### config.mk
export PLATFORM = sky130hd
export DESIGN_NAME = mbx_mailbox
export DESIGN_NICKNAME = d
export VERILOG_FILES = /design/src/rtl/mbx_pkg.sv /design/src/rtl/mbx_prio_pick.sv /design/src/rtl/mbx_data_sel.sv /design/src/rtl/mbx_slot.sv /design/src/rtl/mbx_mailbox.sv
export SDC_FILE = /design/constraint.sdc
export NUM_CORES = 1
export LEC_CHECK = 0
export ABC_AREA = 1
export BUFFER_PORTS_ARGS = -buffer_cell sky130_fd_sc_hd__buf_2
export CAP_MARGIN = 20
export CORE_MARGIN = 5
export CORE_UTILIZATION = 46
export CTS_CLUSTER_SIZE = 40
export DETAILED_ROUTE_END_ITERATION = 8
export PLACE_DENSITY = 0.88
export SYNTH_ARGS = -nofsm -noshare
export SYNTH_HDL_FRONTEND = slang
export SYNTH_SLANG_ARGS = --single-unit
export TNS_END_PERCENT = 1
### constraint.sdc
create_clock -name clk -period 1.28 [get_ports clk]
set_input_delay 0.064 -clock clk [delete_from_list [all_inputs] [get_ports clk]]
set_output_delay 0.064 -clock clk [all_outputs]
set_load 0.01 [all_outputs]
### src/rtl/mbx_pkg.sv
package mbx_pkg;

    typedef enum logic {
        SLOT_EMPTY = 1'b0,
        SLOT_FULL  = 1'b1
    } slot_state_e;

    localparam int unsigned DEF_W     = 8;
    localparam int unsigned DEF_PORTS = 3;

    function automatic int unsigned idx_w(input int unsigned n);
        return (n > 1) ? $clog2(n) : 1;
    endfunction

endpackage

### src/rtl/mbx_prio_pick.sv
module mbx_prio_pick #(
    parameter int unsigned N = 2
) (
    input  logic [N-1:0] req,
    output logic [N-1:0] oh,
    output logic         any
);
    // isolate lowest set bit: index 0 wins
    assign oh  = req & (~req + N'(1));
    assign any = |req;
endmodule

### src/rtl/mbx_data_sel.sv
module mbx_data_sel #(
    parameter int unsigned N = 2,
    parameter int unsigned W = 8
) (
    input  logic [N*W-1:0] data_flat,
    input  logic [N-1:0]   sel_oh,
    output logic [W-1:0]   data
);
    always_comb begin
        data = '0;
        for (int i = 0; i < N; i++) begin
            data = data | (data_flat[i*W +: W] & {W{sel_oh[i]}});
        end
    end
endmodule

### src/rtl/mbx_slot.sv
module mbx_slot
    import mbx_pkg::*;
#(
    parameter int unsigned W = 8
) (
    input  logic        clk,
    input  logic        rst,
    input  logic        wr_en,
    input  logic [W-1:0] wr_data,
    input  logic        rd_en,
    output slot_state_e state,
    output logic [W-1:0] data
);
    always_ff @(posedge clk) begin
        if (rst) begin
            state <= SLOT_EMPTY;
            data  <= '0;
        end else if (wr_en && state == SLOT_EMPTY) begin
            state <= SLOT_FULL;
            data  <= wr_data;
        end else if (rd_en && state == SLOT_FULL) begin
            state <= SLOT_EMPTY;
        end
    end
endmodule

### src/rtl/mbx_mailbox.sv
module mbx_mailbox
    import mbx_pkg::*;
#(
    parameter int unsigned N_TX = DEF_PORTS,
    parameter int unsigned N_RX = DEF_PORTS,
    parameter int unsigned W    = DEF_W
) (
    input  logic              clk,
    input  logic              rst,
    input  logic [N_TX-1:0]   snd_req,
    input  logic [N_TX*W-1:0] snd_data,
    output logic [N_TX-1:0]   snd_gnt,
    input  logic [N_RX-1:0]   rcv_req,
    output logic [N_RX-1:0]   rcv_gnt,
    output logic [W-1:0]      rcv_data
);
    slot_state_e       slot_state;
    logic              slot_full;
    logic [W-1:0]      slot_data;
    logic [N_TX-1:0]   tx_oh;
    logic              tx_any;
    logic [N_RX-1:0]   rx_oh;
    logic              rx_any;
    logic [W-1:0]      tx_data;
    logic              do_write;
    logic              do_read;

    assign slot_full = (slot_state == SLOT_FULL);
    assign do_write  = tx_any && !slot_full;
    assign do_read   = rx_any && slot_full;

    mbx_prio_pick #(.N(N_TX)) u_tx_pick (.req(snd_req), .oh(tx_oh), .any(tx_any));
    mbx_prio_pick #(.N(N_RX)) u_rx_pick (.req(rcv_req), .oh(rx_oh), .any(rx_any));

    mbx_data_sel #(.N(N_TX), .W(W)) u_tx_sel (
        .data_flat(snd_data), .sel_oh(tx_oh), .data(tx_data)
    );

    mbx_slot #(.W(W)) u_slot (
        .clk(clk), .rst(rst),
        .wr_en(do_write), .wr_data(tx_data),
        .rd_en(do_read),
        .state(slot_state), .data(slot_data)
    );

    always_ff @(posedge clk) begin
        if (rst) begin
            snd_gnt  <= '0;
            rcv_gnt  <= '0;
            rcv_data <= '0;
        end else begin
            snd_gnt <= do_write ? tx_oh : '0;
            rcv_gnt <= do_read  ? rx_oh : '0;
            if (do_read) rcv_data <= slot_data;
        end
    end
endmodule

==> impl_summary.txt, run 1 <==
----------------------------------------------------
[Run status]
  Result of the run ... completed

[Logic synthesis]
  Cells after synthesis ... 143
  Count of distinct cell types in the synthesized netlist ... 18
  Number of warning messages in the yosys log ... 0
  Flops & latches, synth ... 23
  Netlist area before placement ... 1050 um^2
  Net count after synthesis ... 175
  Mean instance size in the synthesized netlist ... 7.37 um^2
  Sequential element share of the synthesized area ... 43.7%

[STA]
  Setup TNS after final layout ... 0 ns
  Worst slew margin relative to its limit ... 76.3%
  Fraction of the cycle the final worst path needs ... 95.4%
  Worst-case clock skew ... 0.00211 ns
  Tightest hold margin ... 0.0686 ns
  Final number of hold-violating endpoints ... 0
  Finish-stage setup viols ... 0
  Shortest period the worst path allows ... 1.22 ns
  Least-Margin Pin Slew ... 0.355 ns
  RSZ-0062 raised after global routing ... false
  Max-slew violation total from the final report ... 0
  Maximum operating frequency ... 0.819 GHz

[Clocking]
  Clk root buf ... clkbuf_4
  TritonCTS clock tree ... yes
  # clock sinks ... 23
  Number of buffers created by CTS ... 3
  Buffers inserted by post-CTS timing repair ... 0
  H-Tree Level Count ... 1
  Worst skew pair latency ... 0.31 ns
  Maximum clock path buffer count ... 2
  Post-CTS clock slew at the launch and capture registers of the worst setup and hold paths ... 0.12 ns

[Placement]
  Dpl cells ... 210
  Number of I/O port buffers ... 45
  Post-DP HPWL ... 1800 um
  Placer Congestion ... 0.791

[Floorplanning]
  Die Y ... 57.9 um
  Width of the die ... 57.9 um
  Die ar. ... 3350 um^2
  Number of top-level design ports ... 46
  Number of standard-cell rows in the floorplan ... 17
  Starting density of the core ... 48.1%
  Core box area ... 2190 um^2

[Setup path]
  Critical path type ... input pin to register
  Worst-path maximum fanout ... 2
  Critical Path RT ... 1.53 ns
  Worst setup EP type ... register
  R2R depth ... 2
  Critical Path Source Type ... input pin
  Arrival time of data at the critical path endpoint ... 1.48 ns

[Layout]
  Signed area change from the synthesized netlist to the final layout ... 27.0%
  Area used by multi-input combinational logic ... 468 um^2
  Number of antenna repair diodes ... 0
  Non-filler instance count after layout ... 219
  Count of fill cells added during filler insertion ... 209
  Share of layout cells above drive strength 1 ... 29.3%
  Storage element area ... 460 um^2
  Final layout net count ... 224

[GRT]
  Pin count of the biggest net entering global routing ... 20
  Antenna violations before repair ... 0
  Total GRT Usage ... 14.8%
  Overall overflow remaining after global route ... 0
  Global-route wire length before repair ... 4010 um
  Vias in the first global route ... 985

[Power and ir drop]
  Net switching power figure ... 386 uW
  Sequential share of power ... 56.2%
  Clock power share ... 23.9%
  Leak pwr ... 0.692 nW
  Maximum ir drop on the vdd rail ... 0.536 mV
  Pwr dens ... 1040 nW/um^2
  Comb pwr share ... 19.9%
  Cell-internal power ... 1.00 mW
  Overall power ... 1.39 mW
  Proportion of total power due to net switching ... 27.8%

[Min path]
  Tightest Hold Check Type ... input pin to register
  Worst hold path depth ... 5

[Flow run]
  Number of violations of the max-capacitance limit ... 0

[Detailed routing]
  Via-per-instance ratio ... 4.90
  Number of violations reported at the end of detailed-routing iteration 0 ... 23
  Residual DRC count ... 0
  Remaining antenna violation count after routing ... 0
  Wirelength per Cell ... 10.4 um
  Number of iterations in the first detailed-routing pass ... 4
  Via count ... 1073
  Post-Route WL ... 2290 um

----------------------------------------------------
==> routing by layer <==
| layer | share of wire (%) | GRT usage [%] | wire length (um) | up-vias |
|---|---|---|---|---|
| met1 | 44 | 19.3 | 1020 | 454 |
| met2 | 41 | 22.3 | 927 | 57 |
| met4 | 2.0 | 7.62 | 45 | 0 |
| met5 | 0 | 0 | 0 | - |
| met3 | 13 | 4.23 | 296 | 6 |
| li1 | - | - | - | 556 |
==> synthesized netlist by cell type <==
library cell / count / share of area [%]
a21oi_1: 1 / 0.47
buf_6: 2 / 2.1
nor2_2: 2 / 1.2
o21ai_0: 9 / 4.3
nand4_1: 2 / 1.2
dfxtp_1: 23 / 44
nor2_8: 1 / 1.9
nor2_1: 18 / 6.4
nand2_4: 2 / 2.1
nand2_2: 2 / 1.2
buf_12: 1 / 1.9
buf_2: 2 / 0.95
clkinv_1: 1 / 0.36
nand3_1: 33 / 16
inv_1: 15 / 5.3
nor3_1: 1 / 0.47
buf_4: 2 / 1.4
nand2_1: 26 / 9.3
==> cell type report <==
type,instances,share of cell area [%]
repair buffers,51,21.5
clock buffers,4,1.96
well taps,28,2.62
multi-input cells,97,35.0
flip-flops and latches,23,34.4
inverters,16,4.49
==> cells by family after synthesis <==
kind of cell / Yosys count / synth area share, %
compound gates: 10 / 4.75
flops: 23 / 43.7
simple gates: 87 / 39.4
buf+inv: 23 / 12.1
==> placed cells by master, fill, tap and decap left out <==
cell and n:
a21oi_1 1, nand4_1 2, clkbuf_1 1, o21ai_0 9, dlygate4sd3_1 6, nor2_8 1
nor3_1 1, buf_4 1, nand2_4 2, nand2_1 26, nor2_1 17, nor2_2 3
dfxtp_1 23, nand2_2 2, buf_2 44, nand3_1 33, clkinv_1 1, clkbuf_4 3
inv_1 15
==> timing repair <==
item / in CTS / in global routing
hold endpoints to repair: 4 / 0
resized for setup: 0 / 1
hold buffers: 6 / 0
setup endpoints to repair: 0 / 2
==> worst max-delay path: stages <==
cell,delay [ns]
dlygate4sd3_1,0.58
nor2_2,0.14
nand2_1,0.06
dlygate4sd3_1,0.55
nor2_1,0.09
==> worst paths after layout <==
check / start / endpoint / slack (ns)
max: rcv_req[0] / rcv_gnt[2] / 0.06
max reg2reg: u_slot.state / rcv_data[0] / 0.24
min: snd_data[2] / u_slot.data[2] / 0.07
min reg2reg: u_slot.data[4] / rcv_data[4] / 0.48
==> state kept, by name, summed over array words and instances, names as in the netlist <==
register,cells
u_slot.data,8
u_slot.state,1
snd_gnt,3
rcv_data,8
rcv_gnt,3
==> power groups by stage <==
stage	registers (mW)	logic [mW]	clock network, mW
2_1_floorplan	0.802	0.184	0
3_3_place_gp	0.793	0.259	0
3_5_place_dp	0.796	0.265	0
4_1_cts	0.779	0.279	0.349
5_1_grt	0.785	0.319	0.380
6_report	0.779	0.276	0.332
==> metrics by stage <==
| stage | setup slack [ns] | area (um^2) | utilization (%) |
|---|---|---|---|
| 2_1_floorplan | 0.340 | 1050 | - |
| 5_1_grt | 0.0381 | 1340 | 61.1 |
| 6_report | 0.0584 | 1340 | 61.1 |
| 3_3_place_gp | 0.251 | 1250 | 57.2 |
| 3_5_place_dp | 0.210 | 1250 | 57.2 |
| 4_1_cts | 0.00954 | 1340 | 61.2 |
Note: power is estimated with default switching activity, not from simulation.
==> inputs of run 2 (changes only) <==
--- a/config.mk
+++ b/config.mk
@@ -5,14 +5,13 @@
 export SDC_FILE = /design/constraint.sdc
 export NUM_CORES = 1
 export LEC_CHECK = 0
-export ABC_AREA = 1
 export BUFFER_PORTS_ARGS = -buffer_cell sky130_fd_sc_hd__buf_2
 export CAP_MARGIN = 20
 export CORE_MARGIN = 5
-export CORE_UTILIZATION = 46
+export CORE_UTILIZATION = 44
 export CTS_CLUSTER_SIZE = 40
 export DETAILED_ROUTE_END_ITERATION = 8
-export PLACE_DENSITY = 0.88
+export PLACE_DENSITY = 0.87
 export SYNTH_ARGS = -nofsm -noshare
 export SYNTH_HDL_FRONTEND = slang
 export SYNTH_SLANG_ARGS = --single-unit
==> impl_summary.txt, run 2 <==
----------------------------------------------------
[Detailed routing]
  Number of iterations in the first detailed-routing pass ... 4
  Number of violations reported at the end of detailed-routing iteration 0 ... 21
  Via count ... 842
  Post-Route WL ... 2420 um
  Remaining antenna violation count after routing ... 0
  Via-per-instance ratio ... 5.36
  Residual DRC count ... 0
  Wirelength per Cell ... 15.4 um

[Logic synthesis]
  Mean instance size in the synthesized netlist ... 12.1 um^2
  Net count after synthesis ... 109
  Flops & latches, synth ... 23
  Ys async rst share ... 0%
  Sequential element share of the synthesized area ... 49.4%
  Biggest area consumer among synthesized cells ... dfxtp_1
  Biggest area contributors in the synthesized netlist ... dfxtp_1 49%, a221o_1 8.6%, a22o_2 8.6%
  Cells after synthesis ... 77
  Area share of the largest cell type after synthesis ... 49.4%
  Most instantiated library cell after synthesis ... dfxtp_1
  Number of enable-type register cells in the synthesized netlist ... 0
  Number of warning messages in the yosys log ... 0
  Commonest cells in the netlist ... 23 x dfxtp_1, 8 x a221o_1, 8 x a22o_2, 8 x a32o_1, 8 x nand2b_1
  Count of distinct cell types in the synthesized netlist ... 21
  Netlist area before placement ... 932 um^2
  Synth Flop Type ... dfxtp_1

[STA]
  RSZ-0062 raised after global routing ... false
  Fraction of the cycle the final worst path needs ... 90.0%
  Max-slew violation total from the final report ... 0
  Least-Margin Pin Slew ... 0.522 ns
  Worst-case clock skew ... 0.00250 ns
  Worst slew margin relative to its limit ... 65.0%
  Final number of hold-violating endpoints ... 0
  Maximum operating frequency ... 0.868 GHz
  Shortest period the worst path allows ... 1.15 ns
  Finish-stage setup viols ... 0

[Setup path]
  Setup slack, reg-to-reg ... 0.13 ns
  Critical Path RT ... 1.53 ns
  Critical path type ... register to register
  Arrival time of data at the critical path endpoint ... 1.41 ns
  Worst setup EP type ... register
  Worst-path maximum fanout ... 8
  Critical Path Source Type ... register

[Power and ir drop]
  Leak pwr ... 0.583 nW
  Maximum ir drop on the vdd rail ... 0.885 mV
  Pwr dens ... 1070 nW/um^2

[GRT]
  Vias in the first global route ... 914
  Overall overflow remaining after global route ... 0
  Pin count of the biggest net entering global routing ... 14
  Total GRT Usage ... 16.2%
  Met2 usage ... 28.9%
  Global-route wire length before repair ... 4020 um
  Antenna violations before repair ... 0
  Met3 Resource Use GR ... 4.87%
  Layer with the highest usage after global routing ... met2
  Global Route met1 Usage ... 18.3%

[Layout]
  Most frequent standard cell in the layout excluding fill and tap cells ... buf_2
  Commonest cells after routing, fill and taps aside ... 45 x buf_2, 22 x dfxtp_1, 9 x buf_4
  Non-filler instance count after layout ... 157
  Registers with the highest flip-flop counts ... rcv_data: 8 flops, u_slot.data: 8 flops
  Final layout net count ... 163
  Final core utilization ... 64.1%
  Number of antenna repair diodes ... 0
  Signed area change from the synthesized netlist to the final layout ... 36.4%
  Share of layout cells above drive strength 1 ... 55.4%

[Placement]
  Number of I/O port buffers ... 45
  Placer Congestion ... 0.774
  Post-DP HPWL ... 1870 um
  Dpl cells ... 148

[Floorplanning]
  Width of the die ... 56.0 um
  Die Y ... 56.0 um
  Core box area ... 1980 um^2
  Number of top-level design ports ... 46
  Starting density of the core ... 47.0%
  Number of standard-cell rows in the floorplan ... 16
  Die ar. ... 3140 um^2

[Flow run]
  Number of violations of the max-capacitance limit ... 0

[Clocking]
  TritonCTS clock tree ... yes
  H-Tree Level Count ... 1
  Maximum clock path buffer count ... 2
  Post-CTS clock slew at the launch and capture registers of the worst setup and hold paths ... 0.12 ns
  # clock sinks ... 23
  Number of buffers created by CTS ... 3
  Worst skew pair latency ... 0.30 ns
  Clk root buf ... clkbuf_4

[Min path]
  Tightest Hold Check Type ... input pin to register

[Run status]
  Result of the run ... completed

----------------------------------------------------
run 2: per-layer routing:
layer / vias to the layer above / routed length, um / share of wire, %
met1: 392 / 992 / 41
li1: 414 / - / -
met3: 4 / 189 / 7.8
met5: - / 0 / 0
met4: 0 / 27 / 1.1
met2: 32 / 1200 / 50
run 2: timing repair:
action	4_1_cts	5_1_grt
hold buffers	1	1
setup endpoints to repair	7	14
resized for setup	0	1
setup buffers	3	0
pin swaps	1	0
endpoints found under the hold margin	2	1
run 2: path summary, 6_finish.rpt:
| check | from | to | cells past startpoint |
|---|---|---|---|
| hold / removal | rcv_req[1] | rcv_gnt[1] | 2 |
| setup reg to reg | u_slot.state | u_slot.data[7] | 2 |
| hold reg to reg | u_slot.data[4] | u_slot.data[4] | 1 |
| setup / recovery | u_slot.state | u_slot.data[7] | 2 |
run 2: kinds of logic (layout without fill, tap and decap cells):
| group | Yosys count | count (layout) | share of synthesized area, % |
|---|---|---|---|
| and+or+nand+nor | 19 | 19 | 16.5 |
| AOI/OAI and AO/OA | 27 | 27 | 29.8 |
| DFF | 23 | 23 | 49.4 |
| buffers and inverters | 8 | 61 | 4.29 |
run 2: report_power, final:
part	switching [mW]	total (mW)	internal (mW)
Combinational	0.111	0.245	0.135
Sequential	0.0246	0.784	0.760
Clock	0.211	0.327	0.117
run 2: metrics by stage:
stage	setup TNS, ns	instance area, um^2	hold slack, ns	setup slack, ns	power [mW]
after CTS	0	1260	0.00629	0.0755	1.37
after floorplan	0	932	0.143	0.175	0.930
after global routing	0	1270	0.0263	0.0245	1.44
after global placement	0	1200	0.278	0.0689	1.02
final	0	1270	0.0392	0.128	1.36
after detailed placement	-0.0283	1200	0.277	-0.0283	1.03
run 2: worst max-delay path, stage by stage (launching register included):
cell,delay (ns)
dfxtp_2,0.38
nor3_2,0.47
a32o_1,0.25
run 2: cell type report:
class	count	area, um^2
Clock buffer	3	22.5
Clock inverter	1	5.00
Fill cell	163	711
Inverter	1	3.75
Multi-Input combinational cell	46	432
Sequential cell	23	462
Tap cell	27	33.8
Timing Repair Buffer	56	313
